**src/rtl/timer_pkg.sv**
```systemverilog
package timer_pkg;
  typedef enum logic {
    SEL_LO = 1'b0,
    SEL_HI = 1'b1
  } rd_sel_e;
endpackage

```
**src/rtl/tick_prescaler.sv**
```systemverilog
module tick_prescaler #(
  parameter int DIV = 6
) (
  input  logic clk_i,
  input  logic rst_ni,
  output logic tick_o
);
  localparam int PW = (DIV > 2) ? $clog2(DIV) : 1;

  logic [PW-1:0] pre_q;

  assign tick_o = (pre_q == PW'(DIV - 1));

  always_ff @(posedge clk_i or negedge rst_ni) begin
    if (!rst_ni)     pre_q <= '0;
    else if (tick_o) pre_q <= '0;
    else             pre_q <= pre_q + 1'b1;
  end
endmodule

```
**src/rtl/wrap_counter.sv**
```systemverilog
module wrap_counter #(
  parameter int W = 12
) (
  input  logic         clk_i,
  input  logic         rst_ni,
  input  logic         inc_i,
  output logic [W-1:0] cnt_o
);
  always_ff @(posedge clk_i or negedge rst_ni) begin
    if (!rst_ni)    cnt_o <= '0;
    else if (inc_i) cnt_o <= cnt_o + 1'b1;
  end
endmodule

```
**src/rtl/split_read.sv**
```systemverilog
module split_read
  import timer_pkg::*;
#(
  parameter int W    = 12,
  parameter int LO_W = 8
) (
  input  logic            clk_i,
  input  logic            rst_ni,
  input  logic            rd_en_i,
  input  logic            rd_sel_i,
  input  logic [W-1:0]    cnt_i,
  output logic [LO_W-1:0] rd_data_o,
  output logic [W-LO_W-1:0] shadow_o
);
  localparam int HI_W = W - LO_W;

  // cnt_i is the pre-edge value, so a read on an increment edge stays coherent
  always_ff @(posedge clk_i or negedge rst_ni) begin
    if (!rst_ni) begin
      rd_data_o <= '0;
      shadow_o  <= '0;
    end else if (rd_en_i) begin
      if (rd_sel_e'(rd_sel_i) == SEL_LO) begin
        rd_data_o <= cnt_i[LO_W-1:0];
        shadow_o  <= cnt_i[W-1:LO_W];
      end else begin
        rd_data_o <= LO_W'(shadow_o);
      end
    end
  end

  initial begin
    if (HI_W < 1 || HI_W > LO_W) $error("split_read: bad width split");
  end
endmodule

```
**src/rtl/rise_pulse.sv**
```systemverilog
module rise_pulse (
  input  logic clk_i,
  input  logic rst_ni,
  input  logic lvl_i,
  output logic pulse_o
);
  logic lvl_q;

  always_ff @(posedge clk_i or negedge rst_ni) begin
    if (!rst_ni) lvl_q <= 1'b0;
    else         lvl_q <= lvl_i;
  end

  assign pulse_o = lvl_i & ~lvl_q;
endmodule

```
**src/rtl/usec_timer.sv**
```systemverilog
module usec_timer #(
  parameter int DIV      = 6,
  parameter int CNT_W    = 12,
  parameter int LO_W     = 8,
  parameter int TAP_FAST = 7,
  parameter int TAP_SLOW = 10
) (
  input  logic            clk_i,
  input  logic            rst_ni,
  input  logic            rd_en_i,
  input  logic            rd_sel_i,
  output logic [LO_W-1:0] rd_data_o,
  output logic            tap_fast_o,
  output logic            tap_slow_o
);
  localparam int HI_W   = CNT_W - LO_W;
  localparam int N_TAPS = 2;
  localparam int TAP_BIT [N_TAPS] = '{TAP_FAST, TAP_SLOW};

  logic              tick;
  logic [CNT_W-1:0]  cnt_q;
  logic [HI_W-1:0]   shadow;
  logic [N_TAPS-1:0] taps;

  tick_prescaler #(.DIV(DIV)) i_pre (
    .clk_i (clk_i),
    .rst_ni(rst_ni),
    .tick_o(tick)
  );

  wrap_counter #(.W(CNT_W)) i_cnt (
    .clk_i (clk_i),
    .rst_ni(rst_ni),
    .inc_i (tick),
    .cnt_o (cnt_q)
  );

  split_read #(.W(CNT_W), .LO_W(LO_W)) i_rd (
    .clk_i    (clk_i),
    .rst_ni   (rst_ni),
    .rd_en_i  (rd_en_i),
    .rd_sel_i (rd_sel_i),
    .cnt_i    (cnt_q),
    .rd_data_o(rd_data_o),
    .shadow_o (shadow)
  );

  for (genvar g = 0; g < N_TAPS; g++) begin : g_tap
    rise_pulse i_rise (
      .clk_i  (clk_i),
      .rst_ni (rst_ni),
      .lvl_i  (cnt_q[TAP_BIT[g]]),
      .pulse_o(taps[g])
    );
  end

  assign tap_fast_o = taps[0];
  assign tap_slow_o = taps[1];
endmodule

```
**config.mk**
```make
export PLATFORM = sky130hd
export DESIGN_NAME = usec_timer
export DESIGN_NICKNAME = d
export VERILOG_FILES = /design/src/rtl/timer_pkg.sv /design/src/rtl/tick_prescaler.sv /design/src/rtl/wrap_counter.sv /design/src/rtl/split_read.sv /design/src/rtl/rise_pulse.sv /design/src/rtl/usec_timer.sv
export SDC_FILE = /design/constraint.sdc
export NUM_CORES = 1
export LEC_CHECK = 0
export BUFFER_PORTS_ARGS = -buffer_cell sky130_fd_sc_hd__buf_2
export CAP_MARGIN = 20
export CORE_MARGIN = 1.5
export CORE_UTILIZATION = 60
export DETAILED_ROUTE_END_ITERATION = 8
export PLACE_DENSITY_LB_ADDON = 0.1
export SLEW_MARGIN = 10
export SYNTH_ARGS = -nofsm -noshare
export SYNTH_HDL_FRONTEND = slang
export SYNTH_SLANG_ARGS = --single-unit
```
**constraint.sdc**
```tcl
create_clock -name clk_i -period 3.3 [get_ports clk_i]
set_clock_uncertainty 0.15 [all_clocks]
set_input_delay 0 -clock clk_i [delete_from_list [all_inputs] [get_ports clk_i]]
set_output_delay 0 -clock clk_i [all_outputs]
set_load 0.005 [all_outputs]
```
Yosys cells after proc, flatten, opt, wreduce, memory -nomap -nowiden
Cells that the tools add are included.
Operators by class
  equal/unequal tests: 1
  muxes and demuxes: 2
  reduce and logical (&&, ||, !) cells: 1
  add/sub/neg operators: 2
  bitwise logic cells: 5
Operator list (count)
  adder 12 x 1 -> 12 bit, second input constant: 1
  2-to-1 mux 8 bit: 1
  adder 3 x 1 -> 3 bit, second input constant: 1
  equality test 3 bit, second input constant: 1
  2-to-1 mux 3 bit: 1
  inverter 1 bit: 3
  AND 1 bit: 2
  AND reduction 2 bit: 1
Word-level totals
  logic and storage cells: 17
  flip-flop bits (word level): 29
  input port bits: 4

Longest topological paths before layout
Gate-level depths: netlist (run 1).
  depth in word-level cells: 2
  gate-level depth with buffers: 4
  gate-level depth less buffers: 4

Modules after synthesis
A second synthesis (run 1) with hierarchy kept.
Second synthesis, totals
  cell total of the unflattened synthesis: 99
  area, all modules: 1268.7 um2
Modules (own cells, without submodules)
  wrap_counter: instances 1, cells each 44, sequential area each 300.3 um2, area each 541.8 um2
  split_read: instances 1, cells each 41, sequential area each 300.3 um2, area each 533.0 um2
  tick_prescaler: instances 1, cells each 10, sequential area each 75.1 um2, area each 116.4 um2
  rise_pulse: instances 2, cells each 2, sequential area each 25.0 um2, area each 38.8 um2

Least setup slack after synthesis (run 1)
OpenSTA, ideal clock, no wires.
  kind: register to register
  start point: register i_pre.pre_q[1]
  end point: register i_cnt.cnt_o[9]
  data required time: 3.071 ns
  library setup time: 0.079 ns
  cell stages (with the launch flop): 4
  setup slack: 2.009 ns
  period minus slack after synthesis: 1.291 ns
  path buffers: 0
  data arrival time: 1.062 ns
  path through: dfrtp_1 -> nand4b_4 -> nor4_2 -> xor2_1
On the way
  word-level cells in the longest chain between the ends: 1
RTL lines
  start, declared: RTL line tick_prescaler.sv:10  | logic [PW-1:0] pre_q;
  start signal, assigned: RTL line tick_prescaler.sv:17  | else pre_q <= pre_q + 1'b1;
  equality test 3 bit: RTL line tick_prescaler.sv:12  | assign tick_o = (pre_q == PW'(DIV - 1));
  end signal, assigned: RTL line wrap_counter.sv:11  | else if (inc_i) cnt_o <= cnt_o + 1'b1;
  end, declared: RTL line wrap_counter.sv:7  | output logic [W-1:0] cnt_o
Every way passes these cells.
A chain may end at the register's enable or synchronous reset.

Worst setup path in the final report (run 1)
  start point: input port rd_sel_i
  end point: register i_rd.rd_data_o[0]
On the way
  word-level cells in the longest chain between the ends: 1
RTL lines
  start, declared: RTL line usec_timer.sv:11  | input logic rd_sel_i,
  2-to-1 mux 8 bit: RTL line split_read.sv:23  | if (rd_sel_e'(rd_sel_i) == SEL_LO) begin
  end signal, assigned: RTL line split_read.sv:24  | rd_data_o <= cnt_i[LO_W-1:0];
  end signal, assigned: RTL line split_read.sv:27  | rd_data_o <= LO_W'(shadow_o);
  end, declared: RTL line split_read.sv:12  | output logic [LO_W-1:0] rd_data_o,
Every way passes these cells.

==> summary.md, run 1 <==
| Metric | Value |
|---|---|
| Initial Util | 63.3% |
| Synth Instances | 102 |
| Busiest grt layer | met2 |
| Met1 usage | 27.4% |
| Switching Fraction | a little over a fifth |
| Async set-reset flop share out of synthesis | between 90% and 100% |
| Setup Buffers After CTS | 0 |
| Clock Sinks | 29 |
| Drt first pass iters | 4 |
| Drt total wl | between 2 and 2.5 mm |
| Post-Layout Cell Count | approximately 150 |
| ANT cells | 0 |
| Comb pwr share | under 10% |
| DRC violations left | 0 |
| Maximum clock rate | 648 MHz |
| Post-route minimum period | 1.54 ns |
| Core Util, Final | 72.3% |
| Post-DR vias/cell | 5.34 |
| Max clock buf depth | 2 |
| First-pass GRT wire length | 3.31 mm |
| Seq/Total Area, Yosys | 59.1% |
| Crit path required time | 3.35 ns |
| Placed cell count | 139 |
| Unique masters post-synth | 22 |
| Post-synth EDFFs | 0 |
| Clock Tree Root | clkbuf_4 |
| Met3 usage | 5.56% |
| Number of synthesized register bits | 29 |
| IO Port Bufs | 13 |
| Total I/O pin count | 14 |
| Number of global-route vias before repair | 737 |
| Share of cells above drive strength 1 | 16.9% |
| RePlAce Congestion | 0.788 |
| Die area | 2330 um^2 |
| Antenna viol nets, final | 0 |
| Hpwl dp | 1.38 mm |
| Sequential power share | 61.9% |
| RSZ-0062 raised after global routing | no |
| Crit. End Element | flip-flop |
| Most frequent cells in the layout | dfrtp_1 (29), buf_2 (13), xor2_1 (9) |
| Mean post-synth cell area | 12.0 um^2 |
| Worst Tran Pin Value | between 0.6 and 0.7 ns |
| CTS tree | done |
| Cell Area, Synth | 1230 um^2 |
| Peak supply drop | ~380 uV |
| Int Pwr | 0.000455 W |
| Nets@finish | 128 |
| Area leader, netlist | dfrtp_1 |
| Syn-to-layout area delta | 14.3% |
| Fin. Hold Viols | 0 |
| Net count after synthesis | roughly 110 |
| Clock power frac | 33.4% |
| Initial antenna violation count | 0 |
| Synth Flop Type | dfrtp_1 |
| Rows | 16 |
| GRT overflow | 0 |
| Slew Limit Fails | 0 |
| Final setup fails | 0 |
| Clk pin slew, worst setup/hold paths | 0.08 ns |
| Outcome | finished clean |
| Via count | 806 |
| Global Route Usage Sum | 21.5% |
| Num CTS Buffers | 5 |
| Worst path arrival time | ~1.6 ns |
| TNS Setup | 0 ns |
| Worst skew pair latency | 0.31 ns |
| Initial DRC count | 10 |
| Core Area | 1940 um^2 |
| Most common cell after layout, fill and taps aside | dfrtp_1 |
| Crit Path Class | in2reg |
| MaxCap Viol Count | 0 |
| Largest net degree at the start of global routing | 30 |
| Power Density | ~410 nW/um^2 |
| Synth top area cells | dfrtp_1 (59%), xor2_1 (6.4%), mux2_1 (4.6%) |
| Synth Warn # | 0 |
| Worst min path class | in2async |
| Yosys top cell area share | roughly three fifths |
| CP max FO | 9 |
| P_sw | 0.000128 W |
| Grt met2 use | about a third |
| Leakage Power | between 0.7 and 0.8 nW |
| Die height | 48.3 um |
| WL per Instance | 14.1 um |
| Relative slew slack | 58.8% |
| Die X-Extent | 48.3 um |
| H-Tree Depth | 2 |
| Crit path launch type | primary input |
| Fin crit share | 46.8% |
==> repair_timing <==
| action | CTS | global route |
|---|---|---|
| endpoints found under the hold margin | 37 | 0 |
| hold buffers | 4 | 0 |
| setup endpoints to repair | 0 | 0 |
| gates resized for setup | 0 | 0 |
==> cell type report <==
type                    instances  area [um^2]
multi-input cells              65          472
inverters                       5         18.8
repair buffers                 17          105
flip-flops and latches         29          726
fillers                       158          538
well taps                      27         33.8
clock buffers                   8         48.8
==> power groups by stage <==
stage / clock network (W) / logic, W / registers, W
6_report: 0.000195 / 0.0000274 / 0.000360
5_1_grt: 0.000220 / 0.0000319 / 0.000361
4_1_cts: 0.000205 / 0.0000277 / 0.000360
3_5_place_dp: 0 / 0.0000238 / 0.000367
3_3_place_gp: 0 / 0.0000235 / 0.000367
2_1_floorplan: 0 / 0.0000105 / 0.000368
==> final timing paths <==
kind / endpoint / cells after the start / slack (ns) / startpoint
worst max-delay path: i_rd.rd_data_o[0] / 5 / 1.76 / rd_sel_i
min in group clk_i: i_cnt.cnt_o[11] / 1 / 0.34 / i_cnt.cnt_o[11]
worst min-delay path: i_rd.rd_data_o[0] / 2 / 0.11 / rst_ni
worst min register to register: i_cnt.cnt_o[11] / 1 / 0.34 / i_cnt.cnt_o[11]
max in group asynchronous: i_rd.shadow_o[1] / 2 / 2.49 / rst_ni
worst max register to register: i_rd.rd_data_o[0] / 3 / 1.81 / i_cnt.cnt_o[0]
==> sequential cells by signal, indices dropped and copies added, names as in the netlist <==
name / flops
i_rd.shadow_o: 4
i_pre.pre_q: 3
g_tap.i_rise.lvl_q: 2
i_rd.rd_data_o: 8
i_cnt.cnt_o: 12
==> logic make-up after synthesis <==
kind of cell / Yosys count / share of synthesized area, %
XOR/XNOR: 11 / 7.84
AND/OR/NAND/NOR: 34 / 17.0
buffers and inverters: 8 / 2.55
flip-flops: 29 / 59.1
multiplexers: 10 / 8.66
AO/OA/AOI/OAI: 9 / 3.87
adder cells (fa/ha/maj): 1 / 1.02
==> worst max-delay path: stages <==
cell and delay (ns):
dlygate4sd3_1 0.52, buf_2 0.21, mux2i_1 0.21, a21oi_1 0.08
dlygate4sd3_1 0.56
==> Yosys cell counts, types with 2 or more instances <==
master    count
mux2i_1       5
nor2b_1       2
nand2_1       7
xor2_1        9
xnor2_1       2
inv_1         5
o21ai_0       4
nor2_1        8
clkbuf_1      2
dfrtp_1      29
nor4_2        2
mux2_1        5
nand3b_1      5
nor3_1        4
a21oi_1       4
nand4_1       3
==> routing by layer <==
layer | vias to the layer above | wire (um)
met5 | - | 0
li1 | 387 | -
met2 | 20 | 1050
met4 | 0 | 34
met3 | 4 | 76
met1 | 395 | 974
==> stage by stage <==
| step | cell area, um^2 | total power [W] | hold slack [ns] | worst slack [ns] |
|---|---|---|---|---|
| finish | 1400 | 0.000582 | 0.111 | 1.76 |
| detailed placement | 1320 | 0.000391 | -0.0994 | 1.91 |
| global route | 1400 | 0.000613 | 0.199 | 1.68 |
| floorplan | 1230 | 0.000379 | -0.446 | 2.01 |
| CTS | 1400 | 0.000593 | 0.0903 | 1.78 |
| global placement | 1320 | 0.000391 | -0.105 | 1.92 |
(Power assumes the default switching activity.)
==> run 2: changes to the inputs <==
Settings changed: ABC_AREA set to 1, CORE_UTILIZATION 60 to 50.
Clock period 3.3 ns to 1.4 ns, I/O delays scaled along.
==> summary.md, run 2 <==
| Metric | Value |
|---|---|
| H-Tree Depth | 2 |
| Synth Instances | 140 |
| Initial DRC count | 29 |
| Num CTS Buffers | 5 |
| Number of synthesized register bits | 29 |
| CTS tree | done |
| DRC violations left | 0 |
| Nets@finish | approximately 170 |
| Max reg flops | 12 |
| Net count after synthesis | 145 |
| Filler cell count | 220 |
| Seq/Total Area, Yosys | 56.9% |
| CP Cell Sequence | buf_4, nand3_2, nor2_4, nand2_1, xor2_1 |
| Crit path required time | 1.48 ns |
| Synth Warn # | 0 |
| Largest net degree at the start of global routing | 30 |
| Crit. End Element | flip-flop |
| Number of global-route vias before repair | 863 |
| Max stage delay cell, worst path | dfrtp_1 |
| RePlAce Congestion | 0.777 |
| Unique masters post-synth | 16 |
| Rows | 18 |
| CP top delay family | flip-flops |
| Area leader, netlist | dfrtp_1 |
| Clock Tree Root | clkbuf_4 |
| MaxCap Viol Count | 0 |
| Drt first pass iters | 4 |
| Core Util, Final | a little over three fifths |
| Critical R2R Capture | i_cnt.cnt_o[6] |
| Outcome | finished clean |
| Worst path arrival time | roughly 1.4 ns |
| Multi-input gate area | 458 um^2 |
| Slowest stage delay, CP | 0.43 ns |
| Mean post-synth cell area | 9.11 um^2 |
| Grt met2 use | 29.8% |
| Most common cell after layout, fill and taps aside | dfrtp_1 |
| Antenna viol nets, final | 0 |
| Clk pin slew, worst setup/hold paths | 0.10 ns |
| Post-synth EDFFs | 0 |
| Met1 usage | 23.5% |
| Post-DR vias/cell | 4.86 |
| Tot Pwr | roughly 0.0018 W |
| Die area | 2860 um^2 |
| ANT cells | 0 |
| Syn-to-layout area delta | 21.0% |
| Slew Limit Fails | 0 |
| Power Density | 1160 nW/um^2 |
| Worst r2r path cells | 5 |
| Post-route minimum period | 1.35 ns |
| Relative slew slack | 57.6% |
| Dpl cell area | 1370 um^2 |
| Worst skew pair latency | around 0.33 ns |
| Crit path launch type | flip-flop |
| Via count | 948 |
| Global Route Usage Sum | 19.2% |
| Total I/O pin count | 14 |
| Die X-Extent | 53.5 um |
| Clock Sinks | 29 |
| Maximum clock rate | around 740 MHz |
| Worst min path class | in2async |
| Yosys top cell area share | a little under three fifths |
| Synth Flop Type | dfrtp_1 |
| Synth top area cells | dfrtp_1 (57%), inv_1 (7.9%), nand2_1 (7.9%) |
| Die height | 53.5 um |
| Core Area | 2450 um^2 |
| CP bufs+invs | 1 |
| Fin crit share | between 90% and 100% |
| WL per Instance | 12.1 um |
| Post-synth top cells | dfrtp_1 (29), inv_1 (27), nand2_1 (27) |
| Count leader, synth | dfrtp_1 |
| Met3 usage | 5.93% |
| Max clock buf depth | 2 |
| CP max FO | 6 |
| Flop-to-flop setup slack | 0.05 ns |
| Post-route design area | about 1500 um^2 |
| Fin. Hold Viols | 0 |
| Register Area | ~730 um^2 |
| First-pass GRT wire length | between 3 and 4 mm |
| Most frequent cells in the layout | dfrtp_1 (29), nand2_1 (27), inv_1 (26) |
| Drt total wl | 2.37 mm |
| IO Port Bufs | 13 |
| TNS Setup | 0 ns |
| Worst Tran Pin Value | 0.636 ns |
| Post-route setup slack | between 0.04 and 0.05 ns |
| Async set-reset flop share out of synthesis | 100% |
| Post-Place Setup Slack | 0.0312 ns |
| Share of cells above drive strength 1 | roughly 22% |
| Hpwl dp | 1.67 mm |
| GRT overflow | 0 |
| Initial Util | between 50% and 60% |
| Leakage Power | 0.788 nW |
| Final setup fails | 0 |
| Most flops, register | i_cnt.cnt_o |
| Peak supply drop | 796 uV |
| Worst reg2reg startpoint | i_pre.pre_q[0] |
| Initial antenna violation count | 0 |
| Largest regs | i_cnt.cnt_o: 12 flops, i_rd.rd_data_o: 8 flops, i_rd.shadow_o: 4 flops |
| Busiest grt layer | met2 |
| Crit Path Class | reg2reg |
| Cell Area, Synth | roughly 1300 um^2 |
-- run 2: changes by cell type after synthesis, sizes merged, moves of 6 or more --
cell   previous run  this run
nand3             0         8
inv               5        27
o22ai             0         7
o21ai             4        14
nor2              8        14
nand2             7        29
-- run 2: kinds of logic (layout without fill, tap and decap cells) --
family / count (synthesis) / in the layout / share of synthesized area [%]
AO/OA/AOI/OAI: 21 / 21 / 8.93
flip-flops: 29 / 29 / 56.9
AND/OR/NAND/NOR: 54 / 54 / 20.3
XOR/XNOR: 6 / 6 / 4.12
buffers and inverters: 29 / 54 / 8.73
adder cells (fa/ha/maj): 1 / 1 / 0.981
-- run 2: worst max path at each step --
stage | to | startpoint | cells after the start
6_report | i_cnt.cnt_o[6] | i_pre.pre_q[0] | 5
5_1_grt | i_cnt.cnt_o[10] | i_pre.pre_q[0] | 6
4_1_cts | i_cnt.cnt_o[6] | i_cnt.cnt_o[1] | 5
3_5_place_dp | i_cnt.cnt_o[6] | i_cnt.cnt_o[1] | 5
3_3_place_gp | i_cnt.cnt_o[6] | i_cnt.cnt_o[1] | 5
2_1_floorplan | i_cnt.cnt_o[6] | i_cnt.cnt_o[1] | 5
-- run 2: layout make-up --
cell class | instances | share of cell area, %
Tap cell | 30 | 2.43
Sequential cell | 29 | 47.0
Clock inverter | 3 | 4.22
Clock buffer | 5 | 2.43
Inverter | 27 | 6.57
Timing Repair Buffer | 19 | 7.62
Multi-Input combinational cell | 82 | 29.7
-- run 2: stage by stage --
step	cells	hold slack, ns
4_1_cts	192	0.0743
2_1_floorplan	140	-0.446
3_3_place_gp	181	-0.0989
6_report	195	0.0608
3_5_place_dp	181	-0.0988
5_1_grt	195	0.124
-- run 2: layer usage --
metal / vias up / share of wire, %
met3: 4 / 5.0
li1: 488 / -
met5: - / 0
met1: 434 / 47
met4: 0 / 1.1
met2: 22 / 47
-- run 2: power breakdown --
part / switching (W) / internal [W] / total [W]
sequential: 0.00000448 / 0.000847 / 0.000852
clock: 0.000313 / 0.000553 / 0.000865
combinational: 0.0000419 / 0.0000237 / 0.0000656
total: 0.000359 / 0.00142 / 0.00178
-- run 2: timing repair --
item / in CTS / in global routing
hold buffers: 3 / 0
setup buffers: 0 / 3
hold endpoints to repair: 37 / 0
resized for setup: 0 / 6
setup endpoints to repair: 0 / 5
